==> config.mk <==
export PLATFORM = sky130hd
export DESIGN_NAME = adc_rd_ctrl
export DESIGN_NICKNAME = d
export VERILOG_FILES = /design/src/rtl/adc_rd_pkg.sv /design/src/rtl/adc_rd_div.sv /design/src/rtl/adc_rd_rate.sv /design/src/rtl/adc_rd_shift.sv /design/src/rtl/adc_rd_ctrl.sv
export SDC_FILE = /design/constraint.sdc
export NUM_CORES = 1
export LEC_CHECK = 0
export BUFFER_PORTS_ARGS = -buffer_cell sky130_fd_sc_hd__buf_2
export CAP_MARGIN = 15
export CORE_MARGIN = 2
export CORE_UTILIZATION = 59
export DETAILED_ROUTE_END_ITERATION = 8
export PLACE_DENSITY_LB_ADDON = 0.1
export SETUP_SLACK_MARGIN = 0.1
export SLEW_MARGIN = 20
export SYNTH_ARGS = -nofsm -noshare
export SYNTH_HDL_FRONTEND = slang
export SYNTH_SLANG_ARGS = --single-unit
==> constraint.sdc <==
create_clock -name clk -period 3 [get_ports clk]
set_input_delay 0.3 -clock clk [delete_from_list [all_inputs] [get_ports clk]]
set_output_delay 0.3 -clock clk [all_outputs]
set_load 0.1 [all_outputs]
==> src/rtl/adc_rd_pkg.sv <==
package adc_rd_pkg;

  typedef enum logic [2:0] {
    ST_IDLE  = 3'd0,
    ST_SETUP = 3'd1,
    ST_LOW   = 3'd2,
    ST_HIGH  = 3'd3,
    ST_DONE  = 3'd4,
    ST_GAP   = 3'd5
  } seq_state_e;

endpackage

==> src/rtl/adc_rd_div.sv <==
module adc_rd_div #(
  parameter int DIV_W = 8
) (
  input  logic             clk,
  input  logic             rst_n,
  input  logic             run_i,
  input  logic [DIV_W-1:0] div_i,
  output logic             tick_o
);

  logic [DIV_W-1:0] cnt_q, cnt_d;

  always_comb begin
    tick_o = 1'b0;
    cnt_d  = cnt_q;
    if (!run_i) begin
      cnt_d = '0;
    end else if (cnt_q == div_i - DIV_W'(1)) begin
      cnt_d  = '0;
      tick_o = 1'b1;
    end else begin
      cnt_d = cnt_q + DIV_W'(1);
    end
  end

  always_ff @(posedge clk or negedge rst_n) begin
    if (!rst_n) cnt_q <= '0;
    else        cnt_q <= cnt_d;
  end

  AST_DIV_NONZERO: assert property (@(posedge clk) disable iff (!rst_n)
    run_i |-> (div_i != '0));

endmodule

==> src/rtl/adc_rd_rate.sv <==
module adc_rd_rate #(
  parameter int PER_W = 16
) (
  input  logic             clk,
  input  logic             rst_n,
  input  logic             en_i,
  input  logic [PER_W-1:0] period_i,
  output logic             tick_o
);

  logic [PER_W-1:0] cnt_q, cnt_d;
  logic [PER_W-1:0] eff_per;

  always_comb begin
    eff_per = (period_i == '0) ? PER_W'(1) : period_i;
    tick_o  = 1'b0;
    cnt_d   = cnt_q;
    if (!en_i) begin
      cnt_d = '0;
    end else if (cnt_q >= eff_per - PER_W'(1)) begin
      cnt_d  = '0;
      tick_o = 1'b1;
    end else begin
      cnt_d = cnt_q + PER_W'(1);
    end
  end

  always_ff @(posedge clk or negedge rst_n) begin
    if (!rst_n) cnt_q <= '0;
    else        cnt_q <= cnt_d;
  end

  AST_RATE_TICK_NEEDS_EN: assert property (@(posedge clk) disable iff (!rst_n)
    tick_o |-> en_i);

endmodule

==> src/rtl/adc_rd_shift.sv <==
module adc_rd_shift #(
  parameter int DATA_W = 12,
  parameter int POS_W  = 4
) (
  input  logic              clk,
  input  logic              rst_n,
  input  logic              clr_i,
  input  logic              cap_i,
  input  logic [POS_W-1:0]  pos_i,
  input  logic              din_i,
  output logic [DATA_W-1:0] data_o
);

  for (genvar gi = 0; gi < DATA_W; gi++) begin : g_bit
    logic bit_d;
    always_comb begin
      bit_d = data_o[gi];
      if (clr_i)                              bit_d = 1'b0;
      else if (cap_i && (pos_i == POS_W'(gi))) bit_d = din_i;
    end
    always_ff @(posedge clk or negedge rst_n) begin
      if (!rst_n) data_o[gi] <= 1'b0;
      else        data_o[gi] <= bit_d;
    end
  end

  AST_CAP_POS_RANGE: assert property (@(posedge clk) disable iff (!rst_n)
    cap_i |-> (int'(pos_i) < DATA_W));

endmodule

==> src/rtl/adc_rd_ctrl.sv <==
module adc_rd_ctrl
  import adc_rd_pkg::*;
#(
  parameter int DATA_W      = 12,
  parameter int DIV_W       = 8,
  parameter int PER_W       = 16,
  parameter int LEN_W       = 4,
  parameter int GAP_PERIODS = 1
) (
  input  logic              clk,
  input  logic              rst_n,
  input  logic              start_i,
  input  logic              auto_en_i,
  input  logic [PER_W-1:0]  auto_period_i,
  input  logic [DIV_W-1:0]  half_div_i,
  input  logic [LEN_W-1:0]  bit_len_i,
  input  logic              adc_sdata_i,
  output logic              adc_cs_n_o,
  output logic              adc_sclk_o,
  output logic [DATA_W-1:0] word_o,
  output logic [LEN_W-1:0]  nbits_o,
  output logic              valid_o,
  output logic              busy_o
);

  localparam int CNT_W      = $clog2(DATA_W + 3);
  localparam int GAP_HALVES = 2 * GAP_PERIODS;
  localparam int GAP_W      = $clog2(GAP_HALVES + 1);

  // reset: asserted at once, released after two clock edges
  logic [1:0] rst_pipe_q;
  logic       rst_sync_n;

  always_ff @(posedge clk or negedge rst_n) begin
    if (!rst_n) rst_pipe_q <= 2'b00;
    else        rst_pipe_q <= {rst_pipe_q[0], 1'b1};
  end
  assign rst_sync_n = rst_pipe_q[1];

  seq_state_e        st_q, st_d;
  logic              cs_q, cs_d;
  logic              sclk_q, sclk_d;
  logic [CNT_W-1:0]  per_q, per_d;
  logic [GAP_W-1:0]  gap_q, gap_d;
  logic [LEN_W-1:0]  len_q, len_d;
  logic [DIV_W-1:0]  div_q, div_d;
  logic              valid_q, valid_d;
  logic [DATA_W-1:0] word_q, word_d;
  logic [LEN_W-1:0]  nbits_q, nbits_d;

  logic              rate_tick, half_tick, trig, div_run;
  logic              cap_en, shift_clr, last_per;
  logic [CNT_W-1:0]  cap_pos;
  logic [LEN_W-1:0]  eff_len;
  logic [DIV_W-1:0]  eff_div;
  logic [DATA_W-1:0] shreg;

  adc_rd_rate #(.PER_W(PER_W)) u_rate (
    .clk      (clk),
    .rst_n    (rst_sync_n),
    .en_i     (auto_en_i),
    .period_i (auto_period_i),
    .tick_o   (rate_tick)
  );

  adc_rd_div #(.DIV_W(DIV_W)) u_div (
    .clk    (clk),
    .rst_n  (rst_sync_n),
    .run_i  (div_run),
    .div_i  (div_q),
    .tick_o (half_tick)
  );

  adc_rd_shift #(.DATA_W(DATA_W), .POS_W(CNT_W)) u_shift (
    .clk    (clk),
    .rst_n  (rst_sync_n),
    .clr_i  (shift_clr),
    .cap_i  (cap_en),
    .pos_i  (cap_pos),
    .din_i  (adc_sdata_i),
    .data_o (shreg)
  );

  always_comb begin
    eff_len = ((bit_len_i == '0) || (int'(bit_len_i) > DATA_W)) ? LEN_W'(DATA_W) : bit_len_i;
    eff_div = (half_div_i == '0) ? DIV_W'(1) : half_div_i;
    trig    = start_i | rate_tick;
    div_run = (st_q == ST_SETUP) || (st_q == ST_LOW) || (st_q == ST_HIGH) || (st_q == ST_GAP);
    last_per = (per_q == (CNT_W'(len_q) + CNT_W'(2)));
    cap_pos  = CNT_W'(DATA_W + 2) - per_q;
    cap_en   = (st_q == ST_LOW) && half_tick && (per_q >= CNT_W'(3));
  end

  // next-state process
  always_comb begin
    st_d      = st_q;
    cs_d      = cs_q;
    sclk_d    = sclk_q;
    per_d     = per_q;
    gap_d     = gap_q;
    len_d     = len_q;
    div_d     = div_q;
    valid_d   = 1'b0;
    word_d    = word_q;
    nbits_d   = nbits_q;
    shift_clr = 1'b0;
    unique case (st_q)
      ST_IDLE: begin
        if (trig) begin
          st_d      = ST_SETUP;
          cs_d      = 1'b0;
          per_d     = '0;
          len_d     = eff_len;
          div_d     = eff_div;
          shift_clr = 1'b1;
        end
      end
      ST_SETUP: begin
        if (half_tick) begin
          sclk_d = 1'b0;
          per_d  = CNT_W'(1);
          st_d   = ST_LOW;
        end
      end
      ST_LOW: begin
        if (half_tick) begin
          sclk_d = 1'b1;
          st_d   = last_per ? ST_DONE : ST_HIGH;
        end
      end
      ST_HIGH: begin
        if (half_tick) begin
          sclk_d = 1'b0;
          per_d  = per_q + CNT_W'(1);
          st_d   = ST_LOW;
        end
      end
      ST_DONE: begin
        cs_d    = 1'b1;
        valid_d = 1'b1;
        word_d  = shreg;
        nbits_d = len_q;
        gap_d   = '0;
        st_d    = ST_GAP;
      end
      ST_GAP: begin
        if (half_tick) begin
          if (gap_q == GAP_W'(GAP_HALVES - 1)) st_d = ST_IDLE;
          else                                 gap_d = gap_q + GAP_W'(1);
        end
      end
      default: st_d = ST_IDLE;
    endcase
  end

  // register process
  always_ff @(posedge clk or negedge rst_sync_n) begin
    if (!rst_sync_n) begin
      st_q    <= ST_IDLE;
      cs_q    <= 1'b1;
      sclk_q  <= 1'b1;
      per_q   <= '0;
      gap_q   <= '0;
      len_q   <= LEN_W'(DATA_W);
      div_q   <= DIV_W'(1);
      valid_q <= 1'b0;
      word_q  <= '0;
      nbits_q <= '0;
    end else begin
      st_q    <= st_d;
      cs_q    <= cs_d;
      sclk_q  <= sclk_d;
      per_q   <= per_d;
      gap_q   <= gap_d;
      len_q   <= len_d;
      div_q   <= div_d;
      valid_q <= valid_d;
      word_q  <= word_d;
      nbits_q <= nbits_d;
    end
  end

  assign adc_cs_n_o = cs_q;
  assign adc_sclk_o = sclk_q;
  assign valid_o    = valid_q;
  assign word_o     = word_q;
  assign nbits_o    = nbits_q;
  assign busy_o     = (st_q != ST_IDLE);

  logic [DATA_W-1:0] fill_mask;
  assign fill_mask = {DATA_W{1'b1}} >> nbits_o;

  AST_SCLK_IDLE_HIGH: assert property (@(posedge clk) disable iff (!rst_sync_n)
    adc_cs_n_o |-> adc_sclk_o);
  AST_CS_LOW_BUSY: assert property (@(posedge clk) disable iff (!rst_sync_n)
    !adc_cs_n_o |-> busy_o);
  AST_VALID_ONE_CYCLE: assert property (@(posedge clk) disable iff (!rst_sync_n)
    valid_o |=> !valid_o);
  AST_VALID_AT_CS_RISE: assert property (@(posedge clk) disable iff (!rst_sync_n)
    $rose(adc_cs_n_o) |-> valid_o);
  AST_NBITS_RANGE: assert property (@(posedge clk) disable iff (!rst_sync_n)
    valid_o |-> (nbits_o != '0) && (int'(nbits_o) <= DATA_W));
  AST_ZERO_FILL: assert property (@(posedge clk) disable iff (!rst_sync_n)
    valid_o |-> ((word_o & fill_mask) == '0));
  AST_NO_RESTART: assert property (@(posedge clk) disable iff (!rst_sync_n)
    $fell(adc_cs_n_o) |-> !$past(busy_o));

endmodule

**Yosys cells after proc, flatten, opt, wreduce, memory -nomap -nowiden**

Index checks and enable logic that the tools add are counted.
W data, S select, Z words.

- Flip-flop bits (word level): 78
- Output and inout port bits: 20
- Logic and storage cells: 168

- Add/sub/neg operators: 8
- Order comparisons: 3
- Eq/ne operators: 27
- Mux-type cells: 57
- Bitwise gates (word level): 1
- Reductions and logical operators: 47

Operators by type and width:

| operator | count |
|---|---|
| $mux W16 | 3 |
| $mux W1 | 34 |
| $reduce_bool A2 Y1 | 15 |
| $mux W8 | 3 |
| $mux W3 | 6 |
| $add A16 B1 Y16 const B | 1 |
| $eq A4 B3 Y1 const B | 4 |
| $eq A4 B4 Y1 const B | 4 |
| $ge A16 B16 Y1 | 1 |
| $logic_not A16 Y1 | 1 |
| $mux W4 | 4 |
| $sub A16 B1 Y16 const B | 1 |
| $pmux W3 S5 | 1 |
| $logic_and A1 B1 Y1 | 14 |
| $ne A2 B2 Y1 const B | 6 |
| $pmux W4 S3 | 1 |
| $add A8 B1 Y8 const B | 1 |
| $eq A4 B2 Y1 const B | 2 |
| $eq A8 B8 Y1 | 1 |
| $logic_not A4 Y1 | 2 |
| $logic_not A8 Y1 | 1 |
| $sub A8 B1 Y8 const B | 1 |
| $eq A3 B2 Y1 const B | 2 |
| $eq A3 B3 Y1 const B | 2 |
| 23 further kinds | 32 |

**Logic depth before layout (Yosys ltp)**

- Depth in word-level cells: 10
- Gate-level depth with buffers: 20
- Depth with buffers taken out: 19

**By module**

From an unflattened synthesis, not the netlist that was laid out.

- Cell total of the unflattened synthesis: 481
- Area, all modules: 4719.5 µm²

By module, submodules not included:

| module | times used | cells each | area an instance (µm²) | seq. area each (µm²) |
|---|---|---|---|---|
| adc_rd_ctrl | 1 | 195 | 1930.6 | 1057.3 |
| adc_rd_rate | 1 | 161 | 1521.5 | 400.4 |
| adc_rd_div | 1 | 68 | 644.4 | 200.2 |
| adc_rd_shift | 1 | 57 | 623.1 | 300.3 |

**Least setup slack after synthesis**

OpenSTA, ideal clock, no wires.

- Path type: input to register
- Start: input port auto_period_i[1]
- End: register div_q[3]
- Arrival: 3864 ps
- Required time: 2875 ps
- Path slack: -988 ps
- Stages on the path: 15
- Buffers on the path: 1
- Cells stage by stage: or4_1 -> or4_1 -> nor2_1 -> nor2_1 -> ha_1 -> nor3b_1 -> and4b_1 -> xnor2_1 -> ha_1 -> nand4_1 -> nor4_1 -> o31ai_1 -> a31oi_1 -> clkbuf_1 -> mux2_2

- Cells in the longest elaborated chain, start to end: 8

RTL lines:

| element | line | RTL |
|---|---|---|
| from (decl) | adc_rd_ctrl.sv:14 | `input logic [PER_W-1:0] auto_period_i,` |
| $logic_not A16 Y1 | adc_rd_rate.sv:15 | `eff_per = (period_i == '0) ? PER_W'(1) : period_i;` |
| $mux W16 (*) | adc_rd_rate.sv:15 |  |
| $sub A16 B1 Y16 (*) | adc_rd_rate.sv:20 | `end else if (cnt_q >= eff_per - PER_W'(1)) begin` |
| $ge A16 B16 Y1 (*) | adc_rd_rate.sv:20 |  |
| $mux W1 (*) | adc_rd_rate.sv:20 |  |
| $mux W1 (*) | adc_rd_rate.sv:18 | `if (!en_i) begin` |
| $or A1 B1 Y1 (*) | adc_rd_ctrl.sv:87 | `trig = start_i \| rate_tick;` |
| $reduce_and A2 Y1 (no source line) (*) | - |  |
| to (signal assigned) | adc_rd_ctrl.sv:176 | `div_q <= div_d;` |
| to (decl) | adc_rd_ctrl.sv:46 | `logic [DIV_W-1:0] div_q, div_d;` |

Every way passes the cells marked *; elsewhere a longest branch is shown, timed or not.
A chain may end at the register's enable or synchronous reset.

**Worst setup path in the final report**

- Start: input port auto_period_i[1]
- End: register u_shift.data_o[10]

- Cells in the longest elaborated chain, start to end: 10

RTL lines:

| element | line | RTL |
|---|---|---|
| $logic_not A16 Y1 | adc_rd_rate.sv:15 |  |
| $mux W16 (*) | adc_rd_rate.sv:15 |  |
| $sub A16 B1 Y16 (*) | adc_rd_rate.sv:20 |  |
| $ge A16 B16 Y1 (*) | adc_rd_rate.sv:20 |  |
| $mux W1 (*) | adc_rd_rate.sv:20 |  |
| $mux W1 (*) | adc_rd_rate.sv:18 |  |
| $or A1 B1 Y1 (*) | adc_rd_ctrl.sv:87 |  |
| $mux W1 (*) | adc_rd_ctrl.sv:109 | `if (trig) begin` |
| $mux W1 (*) | adc_rd_ctrl.sv:107 | `unique case (st_q)` |
| $mux W1 / $reduce_bool A2 Y1 (equally long branches) | - |  |
| to (signal, indexed assignment) | adc_rd_shift.sv:23 | `else data_o[gi] <= bit_d;` |
| to (decl) | adc_rd_shift.sv:11 | `output logic [DATA_W-1:0] data_o` |

Marked as above.

==> impl_metrics.ini <==
[die]
row_count = 31
start_util_pct = 61.1
die_w_um = 90.7
dieArea_um2 = 8220
die_h_um = 90.7
fp.coreArea_um2 = 7250
io_pins = 53

[yosys]
synthCells = 468
yosysTopAreaCell = dfrtp_1
ys.warnings.count = 0
ys_seq_area_share_pct = 44.2
ys.flop_type = dfrtp_1
syn-cell-area_um2 = 4430
synth_fp_nets = 528
syn_area_per_cell_um2 = 9.47
synth_edf_count = 0
ys_types = 58
ys_ff_latch = 78
synth_top_area_share_pct = 41.2
synthTopCellsByArea = dfrtp_1 41%, ha_1 7.6%, nand2_1 6.2%
synthTopCellsByCount = 73 x dfrtp_1, 73 x nand2_1, 51 x nor2_1
synthArstFlopShare_pct = 100

[pwr]
p_leak_nw = 2.66
power_frac_seq_pct = 42.8
power.density_nw_per_um2 = 612
combPwrFrac_pct = 32.5
p_int_mw = 2.13
sw_frac_of_total_pct = 38.7
pwr-share-clk_pct = 24.8
ir_drop_v = 0.000574
p_switching_mw = 1.34

[critical_path]
crit_chain = buf_6 > or4_4 > or4_4 > nor2_4 > nor2_4 > buf_4 > buf_4 > buf_4 > buf_4 > buf_4 > buf_4 > ha_1 > nor3b_1 > nor2_1 > o31ai_2 > a31oi_2 > inv_2 > nand2_4 > o41ai_1
critPathKind = in -> reg
crit_cells = 19
cp-end-kind = flip-flop
cp_slowest_stage_delay_ns = 0.53
critPathTopFamily = simple AND/OR/NAND/NOR gates
path_common_cell = buf_4
worstPathRequired_ns = 3.24
critPathLaunchType = primary input
r2r-start = div_q[2]
cp_slowest_cell = or4_4
rrSetupSlack_ns = 0.04
r2r_cells = 8
crit_fanout = 12
critical_path_arrival_ns = 4.03
critPathBufInv = 8
r2r-end = u_shift.data_o[8]

[timing]
finClkSkew_ns = 0.0163
tightest_slew_ns = 0.806
setup_violations = 46
final_max_slew_viol_count = 0
fmax_mhz = 264
fin_crit_ns = 3.79
fin_setup_tns_ns = -28.24
min_period_over_period_pct = 126
finalHoldViolations = 0
hold_ws_ns = 0.169
rsz0062_at_grt = yes
maxSlewHeadroom_pct = 46.3
setup_ws_ns = -0.786

[route]
route.detailed.drc = 0
firstDrtPassIters = 4
drt_iter0_drc = 193
viasPerCell = 5.75
routed_wl_mm = 10.6
drt-wirelength-per-cell_um = 15.9
final_antenna_net_count = 0
num_vias = 3810

[finish]
fin_nets = 619
seqCellArea_um2 = 1960
multiInputGateArea_um2 = 2690
antenna_cells = 0
synthToLayoutAreaGrowth_pct = 28.0
fillers = 497
stdcell_area_um2 = 5670
utilization_pct = 78.2
drive_gt1_share_pct = 31.7

[placement]
gp_congestion = 0.889
portBuffers = 52
dp_hpwl_mm = 7.05
dpl_cell_area_um2 = 5070

[flow_run]
maxCapViolCount = 0

[clock_tree]
clk_pin_slew_ns = 0.10
cts-htree-levels = 3
cts_sinks = 78
cts_tree = yes
clk_latency_ns = 0.37
cts_max_path_buffers = 2
ctsRootBufferMaster = clkbuf_8
cts_buffers = 9

[grt]
grt_max_degree = 42
overflow = 0
grt_pass1_vias = 3710
gr-usage-all-layers_pct = 24.9
antenna_found_initial = 0
grt_pass1_wl_mm = 16.8

[worst_hold_path]
hold_class = in -> reg
min_delay_path_depth = 3
worstHoldStart = half_div_i[2]
holdPathEnd = div_q[2]

[outcome]
outcome = finished with violations
violations = setup timing
[power by group through the flow]
stage / Clock [mW] / Combinational (mW) / Sequential (mW)
final: 0.860 / 1.13 / 1.48
after detailed placement: 0 / 1.05 / 1.49
after global placement: 0 / 1.02 / 1.48
after floorplan: 0 / 0.730 / 1.56
after global routing: 0.910 / 1.24 / 1.51
after CTS: 0.859 / 1.07 / 1.47
[registers in the layout, summed over array words and instances (netlist names)]
name            flops
u_rate.cnt_q       16
u_shift.data_o     12
word_o             12
div_q               8
u_div.cnt_q         8
len_q               4
nbits_o             4
per_q               4
st_q                3
gap_q               2
rst_pipe_q          2
adc_cs_n_o          1
adc_sclk_o          1
valid_o             1
[worst register-to-register path: stages (launching register included)]
cell	delay, ns
dfrtp_1	0.44
or4_4	0.52
or4b_1	0.51
and3_4	0.20
o31ai_4	0.29
nand2_2	0.11
buf_4	0.25
o311ai_1	0.38
o41ai_2	0.13
[metal layers]
layer	vias up	routed length [µm]	GRT usage, %
met2	109	5360	42.7
met3	18	461	4.01
met5	-	0	0
met1	1851	4570	32.2
met4	0	180	8.72
li1	1832	-	-
[per-stage QoR]
step,setup slack (ns),std cells,power [mW]
6_report,-0.786,663,3.47
5_1_grt,-0.948,663,3.66
4_1_cts,-0.653,659,3.40
3_5_place_dp,-1.15,637,2.55
3_3_place_gp,-0.954,637,2.50
2_1_floorplan,-0.780,468,2.29
[how the worst max path moves through the flow]
stage | endpoint | start | slack (ns)
6_report | u_shift.data_o[10] | auto_period_i[1] | -0.79
5_1_grt | u_shift.data_o[10] | auto_period_i[1] | -0.95
4_1_cts | div_q[7] | auto_period_i[1] | -0.65
3_5_place_dp | div_q[7] | auto_period_i[1] | -1.15
3_3_place_gp | div_q[7] | auto_period_i[1] | -0.95
2_1_floorplan | div_q[3] | auto_period_i[1] | -0.78
[logic make-up (layout without fill, tap and decap cells)]
logic type | count (synthesis) | count (layout) | share of synthesized area (%)
xor+xnor | 48 | 48 | 9.49
fa+ha+maj | 27 | 27 | 7.62
other cells | 1 | 1 | 0.0846
mux | 10 | 10 | 2.40
simple gates | 202 | 203 | 21.4
compound gates | 72 | 72 | 11.9
buf+inv | 30 | 125 | 2.94
flops | 78 | 78 | 44.2
[repair_timing]
action	CTS	global route
endpoints found under the setup margin	46	46
gates resized for setup	10	49
buffers inserted	5	3
endpoints found under the hold margin	2	0
pin swaps	3	9
hold buffers	1	0
gates cloned	0	1
[cell usage in the layout (no fill, tap or decap), types with 3 or more instances in the layout]
cell / instances
buf_4: 37
nand2b_1: 4
dfrtp_1: 72
buf_6: 5
inv_1: 12
or4_4: 3
mux2_2: 4
o311ai_2: 3
and3_1: 4
nor2_2: 10
a21oi_1: 12
nor3_1: 9
o311ai_4: 4
xnor2_1: 16
inv_8: 3
nand3_1: 20
o41ai_2: 8
ha_1: 26
nand2_1: 68
o21ai_0: 15
nor2_4: 5
a21o_1: 5
nand4_1: 13
nor2b_1: 3
xor2_1: 31
nand2_2: 4
nor2_1: 36
mux2i_1: 5
clkbuf_8: 9
dfstp_2: 5
buf_2: 50
[final cells by class]
class,instances,share of cell area [%]
clock buffers,9,2.18
clock inverters,7,1.54
inverters,14,0.927
multi-input cells,361,47.5
flip-flops and latches,78,34.6
well taps,99,2.18
repair buffers,95,11.1
No activity file was read; power rests on OpenSTA's default activity.
